**config.mk**
```make
export PLATFORM = sky130hd
export DESIGN_NAME = pq_syndrome
export DESIGN_NICKNAME = d
export VERILOG_FILES = /design/src/rtl/pq_syndrome.sv
export SDC_FILE = /design/constraint.sdc
export NUM_CORES = 1
export LEC_CHECK = 0
export BUFFER_PORTS_ARGS = -buffer_cell sky130_fd_sc_hd__clkbuf_2
export CAP_MARGIN = 40
export CORE_ASPECT_RATIO = 0.5
export CORE_MARGIN = 2
export CORE_UTILIZATION = 53
export CTS_CLUSTER_SIZE = 20
export DETAILED_ROUTE_END_ITERATION = 16
export PLACE_DENSITY = 0.8
export SLEW_MARGIN = 15
export SYNTH_ARGS = -nofsm -noshare
export SYNTH_HDL_FRONTEND = slang
export SYNTH_SLANG_ARGS = --single-unit
```
**constraint.sdc**
```tcl
create_clock -name clk -period 1.53 [get_ports clk]
set_clock_uncertainty 0.05 [all_clocks]
set_input_delay 0.0765 -clock clk [delete_from_list [all_inputs] [get_ports clk]]
set_output_delay 0.0765 -clock clk [all_outputs]
set_load 0.01 [all_outputs]
```
**src/rtl/pq_syndrome.sv**
```systemverilog
module pq_syndrome #(
  parameter int LANES = 16
) (
  input  logic               clk,
  input  logic               rst,
  input  logic               in_valid,
  output logic               in_ready,
  input  logic               in_last,
  input  logic [8*LANES-1:0] in_data,
  output logic               out_valid,
  input  logic               out_ready,
  output logic [8*LANES-1:0] out_p,
  output logic [8*LANES-1:0] out_q
);
  localparam int W = 8 * LANES;
  localparam logic [7:0] POLY = 8'h1d;

  logic [W-1:0] p_acc, q_acc, q_dbl;
  logic         mid;
  logic         pend;
  logic         take;

  for (genvar i = 0; i < LANES; i++) begin : g_lane
    assign q_dbl[8*i +: 8] = {q_acc[8*i +: 7], 1'b0} ^ (q_acc[8*i+7] ? POLY : 8'h00);
  end

  assign in_ready  = !pend;
  assign take      = in_valid && in_ready;
  assign out_valid = pend;
  assign out_p     = p_acc;
  assign out_q     = q_acc;

  always_ff @(posedge clk) begin
    if (rst) begin
      p_acc <= '0;
      q_acc <= '0;
      mid   <= 1'b0;
      pend  <= 1'b0;
    end else begin
      if (take) begin
        p_acc <= mid ? (p_acc ^ in_data) : in_data;
        q_acc <= mid ? (q_dbl ^ in_data) : in_data;
        mid   <= !in_last;
        pend  <= in_last;
      end else if (pend && out_ready) begin
        pend <= 1'b0;
      end
    end
  end

  assert_stall_while_pending_R9: assert property (@(posedge clk) disable iff (rst)
    out_valid |-> !in_ready);

  assert_result_holds_R8: assert property (@(posedge clk) disable iff (rst)
    (out_valid && !out_ready) |=> (out_valid && $stable(out_p) && $stable(out_q)));

  assert_valid_after_last_R8: assert property (@(posedge clk) disable iff (rst)
    (in_valid && in_ready && in_last) |=> out_valid);

  assert_drop_after_accept_R10: assert property (@(posedge clk) disable iff (rst)
    (out_valid && out_ready) |=> !out_valid);

  assert_idle_after_reset_R1: assert property (@(posedge clk)
    rst |=> (!out_valid && in_ready));
endmodule

```
-- After elaboration in Yosys (flattened, before gate mapping)
Cells that the tools add are included.
W data, S select, Z words.
- output and inout bits: 258
- logic and storage cells: 47
- register bits: 258
- input bits: 133
- mux-type cells: 20
- reduce and logical (&&, ||, !) cells: 5
- bitwise operators: 18
- operators with widths (kind ; count):
    $mux W128 ; 2
    $xor A128 B128 Y128 ; 2
    $xor A8 B5 Y8 ; 16
    $mux W5 ; 16
    $logic_and A1 B1 Y1 ; 2
    $logic_not A1 Y1 ; 2
    $mux W1 ; 2
    $reduce_bool A2 Y1 ; 1

-- Depth between registers and ports, before layout
- depth after elaboration: 4
- depth in mapped cells: 6
- mapped depth without buffers: 3

-- Worst setup path after synthesis
No wires, ideal clock.
- path type: register -> register
- from: register pend, in the netlist out_valid
- to: register p_acc[100], in the netlist out_p[100]
- cell stages (with the launch flop): 6
- path buffers: 2
- required time: 1.348 ns
- data arrival time: 1.188 ns
- period minus slack after synthesis: 1.371 ns
- setup slack: 0.159 ns
- setup time: 0.132 ns
- cell sequence: dfxtp_1 buf_2 clkbuf_1 nor4bb_1 a31oi_1 a21oi_1
- word-level cells in the longest chain between the ends: 2
- ends and longest elaborated chain (item ; RTL line ; source):
    start: declaration ; 20 ; logic pend;
    start signal: assignment ; 44 ; pend <= in_last;
    $logic_not A1 Y1 ; 27 ; assign in_ready = !pend;
    $logic_and A1 B1 Y1 ; 28 ; assign take = in_valid && in_ready;
    end signal: assignment ; 41 ; p_acc <= mid ? (p_acc ^ in_data) : in_data;
    end: declaration ; 18 ; logic [W-1:0] p_acc, q_acc, q_dbl;
Every way passes these cells.
A chain may end at the register's enable or synchronous reset.

-- Worst setup path after layout
- from: register pend, in the netlist out_valid
- to: register p_acc[32], in the netlist out_p[32]
The elaborated chain is that of the path after synthesis.

==> results.md <==
- The flow ran to the end, and the final reports show no timing, DRC or antenna violations.
- Of the total synthesized cell area, the portion taken by full adders, half adders and majority gates is 0%.
- After clock tree synthesis, the clock-pin slew on the worst setup and hold paths is 0.07 ns.
- The combinational family with the most area after synthesis is compound AO/OA/AOI/OAI gates.
- Setup repair after global routing could not meet its margin everywhere.
- The number of standard cells in the final layout excluding fillers is approximately 2,400.
- The endpoint arrival time on the critical path is between 1.5 and 2 ns.
- The worst setup timing slack at the placement stage is roughly 0.074 ns.
- In this run the remaining antenna-violating nets after routing total 0.
- STA puts the critical path data required time at 1.95 ns.
- The fraction of registers with async set or reset after synthesis is 0%.
- The class of the most critical hold timing path is in -> reg.
- In the routed layout, each cell is associated on average with a via count of 6.08.
- Setup slack closes at roughly 0.032 ns.
- The count of pins over their slew limit is 0.
- The final estimated routing congestion in global placement is roughly 0.86.
- The gate count of the mapped netlist is ~1,600.
- The combined area of all synthesized cells is around 14,000 µm².
- The number of global-route vias before repair is about 14,000.
- The final wirelength is approximately 46,000 µm.
- The clock reaches the later pin of the worst-skew pair after roughly 0.53 ns.
- The largest stage delay on the critical path is between 0.4 and 0.5 ns.
- The slowest cell on the critical path is nor4bb_1.
- The power consumption is 0.0189 W.
- The relative area change from synthesis to final layout is 34.7%.
- The port buffer count is between 300 and 400.
- The synthesis warning total is 0.
- The length of the first detailed-routing pass in iterations is 6.
- The simple-gate area share of the yosys netlist is a little under a quarter.
- For this run, the post-layout net count is around 2,200.
- For this design the ratio of total power to cell area is 1010 nW/µm².
- The largest net degree at the start of global routing is 71.
- The vertical die dimension is 118 µm.
- Dividing the detail-routed wire length by the instance count gives approximately 19 µm.
- Grouping stages by cell kind, the critical path spends the most delay in simple AND/OR/NAND/NOR gates.
- The synthesized netlist devotes around a quarter of its cell area to compound gates.
- After floorplanning, the core was divided into 41 placement rows.
- The unique cell type count in the Yosys netlist is 21.
- The core region area is between 20,000 and 30,000 µm².
- The number of flip-flops and latches in the synthesized netlist is roughly 260.
- At the pin with the least slew margin, the transition time is 0.488 ns.
- The kind of start point of the critical path is a register.
- Of the post-synthesis cell area, the part taken by muxes is 0%.
- At the end of the flow the core is filled with cells to between 70% and 80%.
- The first global-routing pass estimated just over 70,000 µm of wire.
- The leakage power of the design is about 7.7 nW.
- The share of synthesized area occupied by flip-flops and latches is about 37%.
- The half-perimeter wire length after detailed placement is between 20,000 and 30,000 µm.
- Adding up every negative setup slack in the final design gives 0 ns.
- By startpoint and endpoint, the worst setup path is classified as reg -> reg.
- The die span in x is between 200 and 250 µm.
- TritonCTS built the clock tree.
- Summing the areas of all xor and xnor instances in the mapped netlist gives 8.11% of the synthesized area.
- The flop-to-flop setup slack is 0.03 ns.
- The number of synthesized flops with an enable pin is 0.
- CTS built an H-tree with a depth of 1.
- The floorplan die area is about 27,000 µm².
- The number of buffers and inverters on the critical path is 2.
- The number of top-level pins is between 300 and 400.
- The number of placed instances, taps included, is around 2,300.
- The achievable frequency is between 600 and 700 MHz.
- Counting every sink on the clock net gives about 260.
- The number of filler instances in the final layout is 1,813.
- The maximum count of clock buffers along a single path is 3.
- The final-report hold violation count is 0.
- In the routed design, unresolved DRC markers number 0.
- The fraction of final layout cells sized beyond drive strength 1 is 26.3%.
- The most used flip-flop cell after synthesis is dfxtp_1.
- The initial antenna violation count is 2.
- The number of maximum-capacitance constraint violations is 0.
- The signal on the critical path passes through buf_4 > buf_12 > nor4bb_1 > a31oi_1 > a21oi_1.
- The routed via count is between 10,000 and 15,000.
- The tightest slew margin relative to the limit is 67.4%.
- The maximum fanout count along the critical path is 42.
- The initial standard-cell utilization of the core is between 50% and 60%.
- Counting every net in the synthesized netlist gives ~1,800.
- The routed design could run at a clock period as short as between 1 and 1.5 ns.
- The total of endpoints with negative setup slack in the final report is 0.
- The aggregate global routing overflow is 0.
- The final critical path takes up between 90% and 100% of the cycle.
- TritonCTS created 24 clock buffers.
- The worst IR drop on VDD is between 0.8 and 0.9 mV.
- Each instance of the synthesized netlist takes up on average roughly 8.5 µm².
- The critical path endpoint category is a register.
- The first routing iteration left approximately 1,200 violations.
- The total global routing track utilization is between 30% and 40%.
- The cell at the root of the clock tree is clkbuf_16.
-- metal layers --
layer / wire length, µm / vias to the layer above / GRT usage (%)
met5: 0 / - / 0
met3: 3410 / 181 / 5.43
met1: 18900 / 6997 / 41.1
met2: 21700 / 780 / 51.4
met4: 2420 / 0 / 16.3
li1: - / 6868 / -
-- worst min-delay path: stages --
cell      delay, ns
buf_4          0.15
nand2b_4       0.11
o21ai_0        0.19
a21oi_1        0.07
-- path summary, 6_finish.rpt --
kind                                from                     end  cells after the start
setup / recovery  out_valid$_SDFFE_PP0P_  out_p[32]$_SDFFE_PP0P_                      5
hold / removal                  in_valid  out_p[27]$_SDFFE_PP0P_                      4
setup reg to reg  out_valid$_SDFFE_PP0P_  out_p[32]$_SDFFE_PP0P_                      5
hold reg to reg   out_p[66]$_SDFFE_PP0P_  out_p[66]$_SDFFE_PP0P_                      2
-- layout make-up --
type | instances | area (µm²) | area share [%]
antenna | 3 | 7.51 | 0.0403
clock buffer | 33 | 696 | 3.74
clock inverter | 10 | 126 | 0.679
inverter | 2 | 10.0 | 0.0538
multi-input combinational | 1207 | 8050 | 43.2
sequential | 258 | 5170 | 27.8
tap | 344 | 430 | 2.31
timing repair buffer | 581 | 4130 | 22.2
-- kinds of logic (layout without fill, tap and decap cells) --
logic type / count (synthesis) / after routing
AOI/OAI and AO/OA: 561 / 561
xor gates and xnor gates: 128 / 128
buffers and inverters: 166 / 626
DFF: 258 / 258
other: 0 / 3
and+or+nand+nor: 518 / 518
-- cells in the mapped netlist (3+ instances only) --
master / number / area share, %
buf_2: 46 / 1.7
xor2_1: 128 / 8.1
nor2b_1: 129 / 5.8
nand3b_1: 48 / 2.6
a31oi_1: 128 / 5.8
nand2_1: 81 / 2.2
a21bo_2: 48 / 3.5
a21oi_1: 129 / 4.7
o21ai_0: 128 / 4.6
nor4bb_1: 127 / 9.2
buf_1: 3 / 0.081
clkbuf_1: 113 / 3.1
dfxtp_1: 258 / 37
a211oi_1: 80 / 4.3
nor2_1: 129 / 3.5
a311oi_1: 48 / 3.0
-- cell usage in the layout (no fill, tap or decap), types with 3 or more instances in the layout --
cell type | netlist | final
nor4bb_4 | 0 | 3
a311oi_1 | 48 | 48
clkbuf_8 | 0 | 5
clkbuf_16 | 0 | 26
nor2b_1 | 129 | 128
a21oi_1 | 129 | 129
nor4bb_1 | 127 | 122
nand3b_1 | 48 | 48
buf_4 | 2 | 30
nor2_1 | 129 | 129
buf_12 | 0 | 28
a31oi_1 | 128 | 128
dfxtp_1 | 258 | 256
dlygate4sd3_1 | 0 | 131
nand2_1 | 81 | 81
xor2_1 | 128 | 128
bufinv_16 | 0 | 3
a211oi_1 | 80 | 79
clkbuf_1 | 113 | 4
clkinv_2 | 0 | 6
clkbuf_2 | 0 | 388
a21bo_2 | 48 | 48
o21ai_0 | 128 | 128
diode_2 | 0 | 3
-- through the flow --
step,hold WS (ns),cell area (µm²)
CTS,0.0437,18600
detailed placement,0.300,16400
finish,0.0732,18600
global route,0.0936,18600
global placement,0.302,16400
floorplan,0.177,13800
-- state kept, by name, indices dropped and copies added (netlist names) --
| signal | flops |
|---|---|
| mid | 1 |
| out_p | 128 |
| out_q | 128 |
| out_valid | 1 |
-- report_power, final --
group,internal [W],switching [W],leakage (nW)
Combinational,0.00203,0.00239,5.17
Clock,0.00369,0.00277,0.412
Sequential,0.00732,0.000651,2.14
Total,0.0130,0.00581,7.72
-- what timing repair did --
item | CTS | global route
pin swaps | 0 | 1
hold endpoints to repair | 258 | 0
setup endpoints to repair | 2 | 17
setup buffers | 2 | 0
resized for setup | 1 | 10
hold buffers | 131 | 0
gates cloned | 1 | 1
No activity file was read; power rests on OpenSTA's default activity.
